$ cat config.mk
export PLATFORM = sky130hd
export DESIGN_NAME = din_cond
export DESIGN_NICKNAME = d
export VERILOG_FILES = /design/src/rtl/din_cond_pkg.sv /design/src/rtl/din_cond_rst.sv /design/src/rtl/din_cond_sync.sv /design/src/rtl/din_cond_filt.sv /design/src/rtl/din_cond.sv
export SDC_FILE = /design/constraint.sdc
export NUM_CORES = 1
export LEC_CHECK = 0
export ABC_AREA = 1
export BUFFER_PORTS_ARGS = -buffer_cell sky130_fd_sc_hd__buf_2
export CAP_MARGIN = 10
export CELL_PAD_IN_SITES_DETAIL_PLACEMENT = 1
export CELL_PAD_IN_SITES_GLOBAL_PLACEMENT = 1
export CORE_ASPECT_RATIO = 0.75
export CORE_MARGIN = 2
export CORE_UTILIZATION = 35
export DETAILED_ROUTE_END_ITERATION = 7
export PLACE_DENSITY = 0.67
export SLEW_MARGIN = 10
export SYNTH_ARGS = -nofsm -noshare
export SYNTH_HDL_FRONTEND = slang
export SYNTH_HIERARCHICAL = 1
export SYNTH_SLANG_ARGS = --single-unit
export TNS_END_PERCENT = 5
$ cat constraint.sdc
create_clock -name clk -period 1.55 [get_ports clk]
set_clock_uncertainty 0.2 [all_clocks]
set_input_delay 0.2325 -clock clk [delete_from_list [all_inputs] [get_ports clk]]
set_output_delay 0.2325 -clock clk [all_outputs]
set_load 0.02 [all_outputs]
$ cat src/rtl/din_cond_pkg.sv
package din_cond_pkg;

  typedef enum logic {
    WIN_SHORT = 1'b0,
    WIN_LONG  = 1'b1
  } win_sel_e;

  // Number of consecutive stable samples required for the selected window.
  function automatic int win_cycles(win_sel_e sel, int short_w, int long_w);
    return (sel == WIN_LONG) ? long_w : short_w;
  endfunction

endpackage

$ cat src/rtl/din_cond_rst.sv
module din_cond_rst (
  input  logic clk,
  input  logic rst_n,
  output logic rst_sync_n
);

  logic [1:0] stage_q;
  logic [1:0] stage_d;

  always_comb begin
    stage_d = {stage_q[0], 1'b1};
  end

  always_ff @(posedge clk or negedge rst_n) begin
    if (!rst_n) begin
      stage_q <= 2'b00;
    end else begin
      stage_q <= stage_d;
    end
  end

  assign rst_sync_n = stage_q[1];

endmodule

$ cat src/rtl/din_cond_sync.sv
module din_cond_sync #(
  parameter int WIDTH  = 4,
  parameter int STAGES = 2
) (
  input  logic             clk,
  input  logic             rst_n,
  input  logic [WIDTH-1:0] d_async,
  output logic [WIDTH-1:0] q_sync
);

  logic [WIDTH-1:0] chain_q [STAGES];
  logic [WIDTH-1:0] chain_d [STAGES];

  genvar s;
  generate
    for (s = 0; s < STAGES; s++) begin : g_stage
      if (s == 0) begin : g_first
        always_comb chain_d[s] = d_async;
      end else begin : g_next
        always_comb chain_d[s] = chain_q[s-1];
      end

      always_ff @(posedge clk or negedge rst_n) begin
        if (!rst_n) begin
          chain_q[s] <= '0;
        end else begin
          chain_q[s] <= chain_d[s];
        end
      end
    end
  endgenerate

  assign q_sync = chain_q[STAGES-1];

endmodule

$ cat src/rtl/din_cond_filt.sv
module din_cond_filt
  import din_cond_pkg::*;
#(
  parameter int SHORT_WIN = 4,
  parameter int LONG_WIN  = 8
) (
  input  logic     clk,
  input  logic     rst_n,
  input  win_sel_e win_sel,
  input  logic     samp,
  output logic     level,
  output logic     rise
);

  localparam int CNT_W = $clog2(LONG_WIN + 1);
  localparam logic [CNT_W-1:0] SHORT_LIM = CNT_W'(SHORT_WIN - 1);
  localparam logic [CNT_W-1:0] LONG_LIM  = CNT_W'(LONG_WIN - 1);

  logic [CNT_W-1:0] cnt_q, cnt_d;
  logic             lvl_q, lvl_d;
  logic             lvl_prev_q;
  logic             cnt_en;
  logic [CNT_W-1:0] lim;

  always_comb begin
    lim = (win_cycles(win_sel, SHORT_WIN, LONG_WIN) == LONG_WIN) ? LONG_LIM : SHORT_LIM;
  end

  // Next-state: count samples that disagree with the accepted level.
  always_comb begin
    cnt_d = cnt_q;
    lvl_d = lvl_q;
    if (samp == lvl_q) begin
      cnt_d = '0;
    end else if (cnt_q >= lim) begin
      lvl_d = samp;
      cnt_d = '0;
    end else begin
      cnt_d = cnt_q + 1'b1;
    end
  end

  assign cnt_en = (samp != lvl_q) || (cnt_q != '0);

  always_ff @(posedge clk or negedge rst_n) begin
    if (!rst_n) begin
      cnt_q <= '0;
      lvl_q <= 1'b0;
    end else if (cnt_en) begin
      cnt_q <= cnt_d;
      lvl_q <= lvl_d;
    end
  end

  always_ff @(posedge clk or negedge rst_n) begin
    if (!rst_n) begin
      lvl_prev_q <= 1'b0;
    end else begin
      lvl_prev_q <= lvl_q;
    end
  end

  assign level = lvl_q;
  assign rise  = lvl_q ^ lvl_prev_q;

endmodule

$ cat src/rtl/din_cond.sv
module din_cond
  import din_cond_pkg::*;
#(
  parameter int N_LINES     = 4,
  parameter int SHORT_WIN   = 4,
  parameter int LONG_WIN    = 8,
  parameter int SYNC_STAGES = 2,
  parameter int SWAP_LO     = 1,
  parameter int SWAP_HI     = 3
) (
  input  logic               clk,
  input  logic               rst_n,
  input  logic               cfg_long_filt,
  input  logic               cfg_swap_en,
  input  logic [N_LINES-1:0] cfg_invert,
  input  logic [N_LINES-1:0] din_raw,
  output logic [N_LINES-1:0] dout_level,
  output logic [N_LINES-1:0] dout_rise
);

  logic               rst_i;
  logic [N_LINES-1:0] sync_q;
  logic [N_LINES-1:0] swap_vec;
  logic [N_LINES-1:0] filt_lvl;
  logic [N_LINES-1:0] filt_chg;
  win_sel_e           win_sel;

  assign win_sel = cfg_long_filt ? WIN_LONG : WIN_SHORT;

  din_cond_rst u_rst (
    .clk        (clk),
    .rst_n      (rst_n),
    .rst_sync_n (rst_i)
  );

  din_cond_sync #(
    .WIDTH  (N_LINES),
    .STAGES (SYNC_STAGES)
  ) u_sync (
    .clk     (clk),
    .rst_n   (rst_i),
    .d_async (din_raw),
    .q_sync  (sync_q)
  );

  genvar i;
  generate
    for (i = 0; i < N_LINES; i++) begin : g_line
      // Position exchange ahead of the filter.
      if (i == SWAP_LO) begin : g_lo
        assign swap_vec[i] = cfg_swap_en ? sync_q[SWAP_HI] : sync_q[i];
      end else if (i == SWAP_HI) begin : g_hi
        assign swap_vec[i] = cfg_swap_en ? sync_q[SWAP_LO] : sync_q[i];
      end else begin : g_pass
        assign swap_vec[i] = sync_q[i];
      end

      din_cond_filt #(
        .SHORT_WIN (SHORT_WIN),
        .LONG_WIN  (LONG_WIN)
      ) u_filt (
        .clk     (clk),
        .rst_n   (rst_i),
        .win_sel (win_sel),
        .samp    (swap_vec[i]),
        .level   (filt_lvl[i]),
        .rise    (filt_chg[i])
      );

      assign dout_level[i] = filt_lvl[i] ^ cfg_invert[i];
      assign dout_rise[i]  = filt_chg[i] & dout_level[i];
    end
  endgenerate

endmodule

==> metrics.csv <==
stage,metric,value,unit
clock_network,clockRootBuffer,clkbuf_8,
power,seqPwrFrac,35.4,%
timing,maxSlewViolCount,0,
worst_setup_path,critPathLaunchType,register,
floorplan,die_h,65.71,um
timing,max_freq,607.9,MHz
worst_setup_path,crit_type,register to primary output,
timing,fin_crit_sh,106.1,%
timing,finalCriticalPeriod,1.645,ns
synth,synth_top_area_cell,dfrtp_1,
synth,synth_top_area_share,47.89,%
clock_network,clock-sinks,34,
timing,rsz0062_at_grt,true,
global_route,grt_use_total,14.25,%
detailed_routing,post_drt_wl_per_cell,10.93,um
global_route,antenna_found_initial,0,
layout,antenna_cells,0,
run_status,failed_checks,negative setup slack,
hold_path,hold_path.class,register to asynchronous set/reset pin,
power,p_int,2.243,mW
flow_run,maxCapViolCount,0,
clock_network,cts_max_level,2,
timing,finalHoldViolCount,0,
worst_setup_path,required,1.12,ns
floorplan,rows,22,
detailed_routing,drt-total-wl,3530,um
power,p_clk_share,17.7,%
synth,synth_warnings,6,
power,p_leak,1.237,nW
power,power_density,1727,nW/um2
placed_design,dp_cells,303,
synth,synth_top_flop_cell,dfrtp_1,
detailed_routing,drc,0,
power,power_switching_share,40.97,%
worst_setup_path,crit_family,flip-flops,
layout,post-route-util,44.89,%
worst_setup_path,endpoint_kind,primary output,
run_status,status,"finished, violations left",
synth,synthArstFlopShare,100.0,%
clock_network,clk_path_buf_depth,2,
clock_network,clk_latency,0.28,ns
layout,drive_above_1_share,25.86,%
detailed_routing,antenna_left,0,
detailed_routing,vias,1370,
synth,syn_area_per_cell,8.076,um2
layout,nFillCells,620,
floorplan,die_area,5668,um2
layout,area_growth,23.80,%
power,p_sw,1.557,mW
synth,netlist_top_cells_area,"dfrtp_1 48%, nand2_1 10%, inv_1 9.5%",
layout,multi_input_area,726.9,um2
synth,synth-seq-cells,34,
global_route,grt_pass1_vias,1434,
synth,synth_edf_count,0,
worst_setup_path,crit_chain,buf_4 > nand2_1 > nand2_2 > nor2_2 > buf_6,
clock_network,cts_buffers,5,
placed_design,portBuffers,19,
layout,instances_no_fill,323,
floorplan,dieWidth,86.27,um
synth,syn_area,1777,um2
synth,ys_types,14,
synth,synth_nets,244,
timing,setup-violations-final,3,
floorplan,coreArea,4900,um2
power,p_comb_share,46.8,%
timing,fin_ws,-0.09511,ns
detailed_routing,via_per_inst,4.241,
layout,register_area,855.8,um2
worst_setup_path,crit_arrival,1.21,ns
floorplan,start_util,36.26,%
synth,synth.most_common_cell,nand2_1,
synth,synthTopCellsByCount,"49 x nand2_1, 45 x inv_1, 34 x dfrtp_1",
detailed_routing,drt_iter0_drc,44,
floorplan,ioPinCount,20,
worst_setup_path,slowest_delay,0.42,ns
power,ir_drop,0.6577,mV
worst_setup_path,cp_max_fo,3,
global_route,gr-total-overflow,0,
worst_setup_path,worst-path-buf-inv,2,
global_route,grt_max_degree,15,
placed_design,place_area,1977,um2
layout,nets,286,
synth,synth_seq_area_share,47.89,%
clock_network,clk_pin_slew,0.07,ns
detailed_routing,first_pass_iters,4,
placed_design,routabilityCongestion,0.6943,
synth,synth_cells,220,
clock_network,cts_tree,built,
layout,postLayoutCellArea,2200,um2
global_route,grt_pass1_wl,6285,um
worst_setup_path,slowest_stage,dfrtp_2,
placed_design,hpwlAfterDp,2673,um
==> worst reg2reg max path: cells and delay by family, from the launching register on <==
kind	cells	cell delay, ns
simple gates	4	0.29
fa+ha+maj	1	0.29
buf+inv	1	0.06
flops	1	0.42
==> worst paths after layout <==
check,start,to,slack (ns),depth (start not counted)
worst max-delay path,g_line[2].u_filt/level,dout_rise[2],-0.1,5
worst min-delay path,u_rst/stage_q[1],g_line[3].u_filt/cnt_q[0],0.02,1
worst max register to register,g_line[2].u_filt/cnt_q[2],g_line[2].u_filt/cnt_q[1],0.17,6
worst min register to register,u_rst/stage_q[1],g_line[3].u_filt/cnt_q[0],0.02,1
max in group asynchronous,u_rst/stage_q[1],g_line[2].u_filt/level,0.29,1
min in group clk,u_sync/chain_d[0],u_sync/q_sync[0],0.15,0
==> layer usage <==
| layer | up-vias | track usage [%] | part of all wire, % |
|---|---|---|---|
| met1 | 633 | 19.60 | 51 |
| met5 | - | 0 | 0 |
| met3 | 2 | 3.769 | 2.4 |
| met2 | 11 | 22.19 | 46 |
| met4 | 0 | 4.102 | 0.79 |
| li1 | 724 | - | - |
==> cells in the final DEF (no fill, tap or decap), drive strengths merged, types with 4 or more instances in the layout <==
cell type    count
ha              12
dlygate4sd3      6
xor2             4
dfrtp           34
buf             29
o21ai            5
nor2            21
clkbuf           7
nand2           65
inv             53
xnor2            4
nand3           20
==> cell type report <==
class                      instances  area share, %
timing repair buffer              35          11.43
clock inverter                     1         0.2275
sequential                        34          38.91
inverter                          53          9.044
clock buffer                       7          3.925
multi-input combinational        133          33.05
tap                               60          3.413
==> registers in the layout, indices dropped and copies added (netlist names) <==
register                  flops
u_sync/chain_d                4
g_line.u_filt/lvl_prev_q      4
g_line.u_filt/level           4
u_rst/stage_q                 2
u_sync/q_sync                 4
g_line.u_filt/cnt_q          16
==> repair_timing <==
action                                  in CTS  in global routing
resized for setup                           11                  0
endpoints found under the hold margin       14                  0
hold buffers                                 6                  0
endpoints found under the setup margin       8                  8
pin swaps                                    7                  2
buffers inserted                             4                  2
==> logic make-up (layout without fill, tap and decap cells) <==
| group | after synthesis | count (layout) | share of synthesized area (%) |
|---|---|---|---|
| xor gates and xnor gates | 8 | 8 | 3.943 |
| adders and majority gates | 12 | 12 | 8.450 |
| buffers and inverters | 53 | 96 | 11.20 |
| AOI/OAI and AO/OA | 6 | 6 | 1.690 |
| and+or+nand+nor | 106 | 106 | 26.62 |
| other | 1 | 1 | 0.2111 |
| DFF | 34 | 34 | 47.89 |
==> power groups by stage <==
stage	Clock (mW)	Combinational [mW]	Sequential, mW
3_5_place_dp	0	1.51	1.41
6_report	0.674	1.78	1.35
5_1_grt	0.746	2.04	1.39
2_1_floorplan	0	1.15	1.34
4_1_cts	0.702	1.74	1.36
3_3_place_gp	0	1.48	1.40
==> through the flow <==
step | hold slack, ns | power (mW) | TNS (ns) | worst slack [ns]
2_1_floorplan | -0.2631 | 2.499 | 0 | 0.2278
5_1_grt | 0.06259 | 4.176 | -0.7046 | -0.1584
4_1_cts | 0.03811 | 3.808 | -0.1763 | -0.05254
6_report | 0.01876 | 3.800 | -0.2122 | -0.09511
3_5_place_dp | -0.1768 | 2.920 | 0 | 0.1683
3_3_place_gp | -0.1798 | 2.876 | 0 | 0.1857
No activity file was read; power rests on OpenSTA's default activity.
